$ cat src/rtl/sqw_pkg.sv
package sqw_pkg;

   localparam int unsigned RATE_CODE_W = 4;
   localparam int unsigned TAP_IDX_W   = 4;

   // Decoded rate selection: which prescaler bit, and whether any.
   typedef struct packed {
      logic                 active;
      logic [TAP_IDX_W-1:0] idx;
   } tap_sel_t;

   // Maps a rate code to a prescaler bit. Code 0 means stopped; the two
   // lowest nonzero codes alias onto the 256 Hz and 128 Hz taps.
   function automatic tap_sel_t rate_to_tap(input logic [RATE_CODE_W-1:0] code);
      tap_sel_t t;
      unique case (code)
         4'd0: begin t.active = 1'b0; t.idx = '0;    end
         4'd1: begin t.active = 1'b1; t.idx = 4'd6;  end
         4'd2: begin t.active = 1'b1; t.idx = 4'd7;  end
         default: begin
            t.active = 1'b1;
            t.idx    = code - 4'd2;
         end
      endcase
      return t;
   endfunction

endpackage

$ cat src/rtl/sqw_prescaler.sv
module sqw_prescaler #(
   parameter int unsigned CNT_W = 15
) (
   input  logic             clk,
   input  logic             rst_n,
   input  logic             tick,
   output logic [CNT_W-1:0] count_q,
   output logic [CNT_W-1:0] count_nx
);

   if (CNT_W < 2) begin : g_bad_width
      $error("sqw_prescaler: CNT_W must be at least 2");
   end

   assign count_nx = tick ? count_q + 1'b1 : count_q;

   always_ff @(posedge clk) begin
      if (!rst_n) count_q <= '0;
      else        count_q <= count_nx;
   end

endmodule

$ cat src/rtl/sqw_rate_decode.sv
module sqw_rate_decode
   import sqw_pkg::*;
#(
   parameter int unsigned CNT_W = 15
) (
   input  logic [RATE_CODE_W-1:0] rate_code,
   output logic [CNT_W-1:0]       tap_oh
);

   localparam int unsigned MAX_TAP = 13;

   if (CNT_W <= MAX_TAP) begin : g_bad_width
      $error("sqw_rate_decode: CNT_W too small for the slowest rate");
   end

   tap_sel_t sel;
   assign sel = rate_to_tap(rate_code);

   for (genvar i = 0; i < CNT_W; i++) begin : g_tap
      if (i <= MAX_TAP) begin : g_used
         assign tap_oh[i] = sel.active && (sel.idx == TAP_IDX_W'(i));
      end else begin : g_unused
         assign tap_oh[i] = 1'b0;
      end
   end

endmodule

$ cat src/rtl/sqw_tap_select.sv
module sqw_tap_select #(
   parameter int unsigned CNT_W = 15
) (
   input  logic             tick,
   input  logic [CNT_W-1:0] count_nx,
   input  logic [CNT_W-1:0] tap_oh,
   output logic             level,
   output logic             rise
);

   // rise_vec[i]: bit i of the next count has just turned 1, i.e. the low
   // bits below it are all zero and bit i is set.
   logic [CNT_W-1:0] rise_vec;

   for (genvar i = 0; i < CNT_W; i++) begin : g_rise
      if (i == 0) begin : g_lsb
         assign rise_vec[i] = count_nx[0];
      end else begin : g_upper
         assign rise_vec[i] = count_nx[i] && (count_nx[i-1:0] == '0);
      end
   end

   assign level = |(count_nx & tap_oh);
   assign rise  = tick && |(rise_vec & tap_oh);

endmodule

$ cat src/rtl/sqw_rate_gen.sv
module sqw_rate_gen
   import sqw_pkg::*;
#(
   parameter int unsigned CNT_W  = 15,
   parameter int unsigned CODE_W = 4
) (
   input  logic              clk,
   input  logic              rst_n,
   input  logic              ref_tick,
   input  logic [CODE_W-1:0] rate_code,
   input  logic              sqw_en,
   input  logic              full_rate,
   output logic              sqw_out,
   output logic              periodic_pulse
);

   if (CODE_W != RATE_CODE_W) begin : g_bad_code
      $error("sqw_rate_gen: CODE_W must equal the packaged rate code width");
   end

   logic [CNT_W-1:0] count_q;
   logic [CNT_W-1:0] count_nx;
   logic [CNT_W-1:0] tap_oh;
   logic             tap_level;
   logic             tap_rise;
   logic             sqw_q;
   logic             pulse_q;

   sqw_prescaler #(.CNT_W(CNT_W)) u_presc (
      .clk      (clk),
      .rst_n    (rst_n),
      .tick     (ref_tick),
      .count_q  (count_q),
      .count_nx (count_nx)
   );

   sqw_rate_decode #(.CNT_W(CNT_W)) u_dec (
      .rate_code (rate_code),
      .tap_oh    (tap_oh)
   );

   sqw_tap_select #(.CNT_W(CNT_W)) u_sel (
      .tick     (ref_tick),
      .count_nx (count_nx),
      .tap_oh   (tap_oh),
      .level    (tap_level),
      .rise     (tap_rise)
   );

   always_ff @(posedge clk) begin
      if (!rst_n) begin
         sqw_q   <= 1'b0;
         pulse_q <= 1'b0;
      end else begin
         sqw_q   <= full_rate ? ref_tick : (sqw_en & tap_level);
         pulse_q <= ~full_rate & tap_rise;
      end
   end

   assign sqw_out        = sqw_q;
   assign periodic_pulse = pulse_q;

endmodule

$ cat config.mk
export PLATFORM = sky130hd
export DESIGN_NAME = sqw_rate_gen
export DESIGN_NICKNAME = d
export VERILOG_FILES = /design/src/rtl/sqw_pkg.sv /design/src/rtl/sqw_prescaler.sv /design/src/rtl/sqw_rate_decode.sv /design/src/rtl/sqw_tap_select.sv /design/src/rtl/sqw_rate_gen.sv
export SDC_FILE = /design/constraint.sdc
export NUM_CORES = 1
export LEC_CHECK = 0
export ABC_CLOCK_PERIOD_IN_PS = 3250
export BUFFER_PORTS_ARGS = -buffer_cell sky130_fd_sc_hd__buf_4
export CORE_MARGIN = 3
export CORE_UTILIZATION = 60
export CTS_CLUSTER_SIZE = 14
export DETAILED_ROUTE_END_ITERATION = 10
export MAX_ROUTING_LAYER = met4
export PLACE_DENSITY = 0.84
export SLEW_MARGIN = 20
export SYNTH_ARGS = -nofsm -noshare
export SYNTH_HDL_FRONTEND = slang
export SYNTH_HIERARCHICAL = 1
export SYNTH_SLANG_ARGS = --single-unit
$ cat constraint.sdc
create_clock -name clk -period 3.25 [get_ports clk]
set_clock_uncertainty 0.1 [all_clocks]
set_input_delay 0 -clock clk [delete_from_list [all_inputs] [get_ports clk]]
set_output_delay 0 -clock clk [all_outputs]
set_load 0.02 [all_outputs]
======== Word-level counts from Yosys, hierarchy flattened ========
Cells that the tools add are included.
Widths: inputs -> output; s select.
word-level totals
  input bits .............................. 9
  register bits ........................... 17
  output and inout bits ................... 2
  word-level logic and storage cells ...... 75
operators by class
  eq/ne operators ......................... 15
  muxes and demuxes ....................... 3
  $add $sub $neg .......................... 2
  bitwise logic cells ..................... 6
  reduce and logical (&&, ||, !) cells .... 46
operators by type and width
  cell                   number
  $and 15x14->15         2
  $reduce_or 15->1       2
  $logic_and 1x1->1      29
  $eq 4x4->1 const B     6
  $eq 4x3->1 const B     4
  $add 15x1->15 const B  1
  $mux 15                1
  $pmux 5 s3             1
  $logic_not 14->1       1
  $logic_not 13->1       1
  $eq 4x2->1 const B     3
  $logic_not 12->1       1
  $logic_not 4->1        3
  $logic_not 11->1       1
  $logic_not 10->1       1
  $logic_not 9->1        1
  $eq 4x1->1 const B     2
  $logic_not 8->1        1
  $logic_not 7->1        1
  $logic_not 6->1        1
  $logic_not 5->1        1
  $sub 4x2->4 const B    1
  $logic_not 3->1        1
  $and 1x1->1            2
  other kinds (3)        4

======== Logic depth before layout (Yosys ltp) ========
  word-level depth ........................ 8
  mapped depth ............................ 11
  gate-level depth less buffers ........... 10

======== By module ========
Netlist, hierarchy kept.
modules (own cells, without submodules)
  module           cells each  area each (sq um)  instances  sequential area each (sq um)
  sqw_prescaler    93          889.6              1          300.3
  sqw_rate_decode  42          294.0              1          0.0
  sqw_tap_select   38          244.0              1          0.0
  sqw_rate_gen     6           67.6               1          40.0

======== Least setup slack after synthesis ========
Ideal clock, no wire load.
  path kind ............................... flip-flop to flip-flop
  from .................................... reg u_presc.count_q[0]
  to ...................................... reg pulse_q, in the netlist periodic_pulse
  library setup time ...................... 0.117 ns
  path buffers ............................ 0
  period minus slack after synthesis ...... 2.267 ns
  slack ................................... 0.983 ns
  arrival time ............................ 2.051 ns
  required time ........................... 3.033 ns
  stages on the path, launching flop included .. 10
  cells stage by stage .................... dfxtp_1 -> ha_1 -> nand3_2 -> nor4_2 -> xor2_1 -> a22oi_1 -> o21ai_0 -> a221oi_1 -> o211ai_2 -> and3b_2
between the ends
  longest elaborated chain between the ends .. 8
  elaborated cells on any way between the ends .. 34
  those cells by class .................... add/sub: 1; mux: 1; bitwise: 3; reduce/logical: 29
RTL lines
  item                                                  line                  source
  start, declared                                       sqw_prescaler.sv:7    output logic [CNT_W-1:0] count_q,
  start signal, assigned                                sqw_prescaler.sv:19   else count_q <= count_nx;
  $add 15x1->15 *                                       sqw_prescaler.sv:15   assign count_nx = tick ? count_q + 1'b1 : count_q;
  $mux 15 *                                             sqw_prescaler.sv:15
  via count_nx[12]                                      sqw_rate_gen.sv:22    logic [CNT_W-1:0] count_nx;
  $logic_not 14->1 or $logic_not 13->1 (tied branches)  sqw_tap_select.sv:19  assign rise_vec[i] = count_nx[i] && (count_nx[i-1:0] == '0);
  $logic_and 1x1->1                                     sqw_tap_select.sv:19
  $and 15x14->15 *                                      sqw_tap_select.sv:24  assign rise = tick && |(rise_vec & tap_oh);
  $reduce_or 15->1 *                                    sqw_tap_select.sv:24
  $logic_and 1x1->1 *                                   sqw_tap_select.sv:24
  via tap_rise                                          sqw_rate_gen.sv:25    logic tap_rise;
  $and 1x1->1 *                                         sqw_rate_gen.sv:56    pulse_q <= ~full_rate & tap_rise;
  end signal, assigned                                  sqw_rate_gen.sv:56
  end, declared                                         sqw_rate_gen.sv:27    logic pulse_q;
Mark *: on every way through the listed nets, which the timed path passes. The rest lies on a longest branch.
A chain may end at the register's enable or synchronous reset.

======== Final worst setup path ========
  from .................................... reg u_presc.count_q[0]
  to ...................................... reg sqw_q, in the netlist sqw_out
between the ends
  longest elaborated chain between the ends .. 6
RTL lines
  item                  line                  source
  $add 15x1->15         sqw_prescaler.sv:15
  $mux 15               sqw_prescaler.sv:15
  via count_nx[10]      sqw_rate_gen.sv:22
  $and 15x14->15        sqw_tap_select.sv:23  assign level = |(count_nx & tap_oh);
  $reduce_or 15->1      sqw_tap_select.sv:23
  via tap_level         sqw_rate_gen.sv:24    logic tap_level;
  $and 1x1->1           sqw_rate_gen.sv:55    sqw_q <= full_rate ? ref_tick : (sqw_en & tap_level);
  $mux 1                sqw_rate_gen.sv:55
  end signal, assigned  sqw_rate_gen.sv:55
  end, declared         sqw_rate_gen.sv:26    logic sqw_q;
The timed path passes the listed nets, and every way through them passes these cells.

==> flow_summary.json <==
{
  "synth-seq-cells": 17,
  "yosysTopAreaCell": "dfxtp_1",
  "drv_cap": 0,
  "max_stage_delay_ns": 0.54,
  "grt_max_degree": 26,
  "crit_buf_inv": 1,
  "dpl_worst_slack_ns": 0.722,
  "synth_top_area_share_pct": 22.8,
  "hold_viol": 0,
  "drcViolationCount": 0,
  "die_area_sq_mm": 0.00313,
  "post-route-min-period_ns": 2.69,
  "vias": 1319,
  "start_util_pct": 65.1,
  "synth_warnings": 6,
  "rsz0062_at_grt": "false",
  "final_cell_area_sq_mm": 0.00161,
  "die_h_um": 55.9,
  "syn_nets": 190,
  "antenna_found_initial": 0,
  "cp_slowest_cell": "dlygate4sd3_1",
  "routed_via_density": 6.11,
  "p_leak_nw": 0.634,
  "port-buffer-count": 10,
  "num-fill-cells": 194,
  "setup_viol": 0,
  "drt_iter0_markers": 53,
  "rows": 17,
  "cts.root.buffer_cell": "clkbuf_4",
  "dp_hpwl_um": 2520,
  "die_w_um": 55.9,
  "synthTopCellsByArea": "dfxtp_1 23%, nand2_1 6.3%, xor2_1 5.9%, mux2i_1 5.4%, nand2b_1 3.3%",
  "arrival_ns": 2.77,
  "drive_gt1_share_pct": 20.2,
  "vdd_drop_max_mv": 0.330,
  "fin_nets": 200,
  "hold_path_class": "input port to register",
  "start_kind": "register",
  "fp.coreArea_sq_mm": 0.00230,
  "n_antenna_cell": 0,
  "clkTransAtPathRegs_ns": 0.09,
  "cp_max_fo": 6,
  "cts.path.max_buffers": 2,
  "crit_top_cell": "nand2_1",
  "yosysSeqAreaShare_pct": 22.8,
  "grt_overflow": 0,
  "first_global_vias": 1298,
  "synthTopCellsByCount": "25 x nand2_1, 17 x dfxtp_1, 11 x nor2_1",
  "yosysMostFrequentCell": "nand2_1",
  "cts_tree": "built",
  "grt_pass1_wl_um": 5610,
  "numCtsBuffers": 3,
  "crit_type": "register to register",
  "status": "completed",
  "h-tree-depth": 1,
  "crit_required_ns": 3.33,
  "syn_area_sq_mm": 0.00150,
  "post_cts_buffers": 0,
  "synthFlopType": "dfxtp_1",
  "synthDistinctLibCells": 52,
  "wire_per_inst_um": 15.2,
  "finalNonFillerCells": 216,
  "ys_async_sr_fraction_pct": 0,
  "cp_top_family": "simple AND/OR/NAND/NOR gates",
  "crit_chain": "ha_1 -> nand3_2 -> nor4_2 -> xor2_1 -> nand2_1 -> and4_1 -> nand4_1 -> nand4b_1 -> nand2_1 -> dlygate4sd3_1",
  "area_growth_pct": 7.36,
  "setup_tns_ns": 0,
  "critPathCaptureType": "register",
  "fmax_mhz": 372,
  "slew_viol_final": 0,
  "io_pins": 11,
  "p_per_area_mw_per_mm2": 255,
  "grt_use_total_pct": 22.6,
  "fin_ws_ns": 0.563,
  "clock_sinks": 17,
  "synth_edf_count": 0,
  "drtAntennaViolNets": 0,
  "final_util_pct": 69.9,
  "finalPower_mw": 0.410,
  "holdWs_ns": 0.128,
  "synth_cells": 179,
  "dp.cells": 208,
  "fin_crit_sh_pct": 82.7,
  "first_pass_iters": 4,
  "clock_latency_ns": 0.29,
  "synth_area_per_cell_sq_um": 8.35,
  "postPlaceCellArea_sq_mm": 0.00154,
  "routed_wl_um": 3270,
  "routabilityCongestion": 0.954
}
-- flip-flops by register name (all words and copies together) (netlist names) --
| signal | cells |
|---|---|
| u_presc/count_q | 15 |
| sqw_out | 1 |
| periodic_pulse | 1 |
-- layout by cell type, fill, tap and decap left out, types with 4 or more instances in the layout --
cell type,synthesis,routed
xor2_1,10,10
xnor2_1,4,4
dfxtp_1,17,17
dlygate4sd3_1,0,4
nor2_1,11,11
a21oi_1,5,5
nand3_1,7,7
nor3_2,4,4
and2_1,6,6
inv_1,6,6
nand2b_1,8,8
nand2_1,25,25
buf_4,1,10
nand4_1,4,4
mux2i_1,8,8
-- cells by family (layout without fill, tap and decap cells) --
kind of cell	count (synthesis)	after routing	synth area share, %
buf+inv	16	25	6.28
fa+ha+maj	2	2	1.67
flops	17	17	22.8
mux	10	10	6.86
compound gates	23	23	10.9
other cells	1	1	0.251
simple gates	96	96	43.1
xor+xnor	14	14	8.20
-- worst reg2reg max path: stages (launching register included) --
cell and delay, ns:
dfxtp_1 0.42, ha_1 0.25, nand3_2 0.18, nor4_2 0.32, xor2_1 0.16, nand2_1 0.11, and4_1 0.19, nand4_1 0.13
nand4b_1 0.13, nand2_1 0.06, dlygate4sd3_1 0.54
-- final timing paths --
check / from / end / slack (ns) / cells past startpoint
worst min register to register: u_presc/count_q[14] / u_presc/count_q[14] / 0.40 / 2
worst max register to register: u_presc/count_q[0] / sqw_out / 0.56 / 10
worst max-delay path: u_presc/count_q[0] / sqw_out / 0.56 / 10
worst min-delay path: ref_tick / u_presc/count_q[0] / 0.13 / 3
-- metal layers --
layer / up-vias / GRT usage (%) / routed length, um
li1: 654 / - / -
met1: 613 / 27.9 / 1430
met2: 46 / 37.2 / 1610
met3: 6 / 4.64 / 174
met4: 0 / 6.78 / 50
met5: - / - / 0
-- layout make-up --
type,instances,area [sq um],share of cell area (%)
timing repair buffer,14,115,7.17
clock buffer,3,22.5,1.40
tap,28,35.0,2.18
inverter,7,26.3,1.64
clock inverter,1,5.00,0.312
multi-input combinational,146,1060,66.1
sequential,17,340,21.2
-- timing repair --
item                                   4_1_cts  5_1_grt
hold buffers                                 4        0
gates resized for setup                      0        0
endpoints found under the hold margin       17        0
-- power breakdown --
group | switching [mW] | total [mW] | leakage [nW] | internal [mW]
clock | 0.0653 | 0.111 | 0.0177 | 0.0457
sequential | 0.00401 | 0.216 | 0.137 | 0.212
combinational | 0.0482 | 0.0829 | 0.479 | 0.0347
No activity file was read; power rests on OpenSTA's default activity.
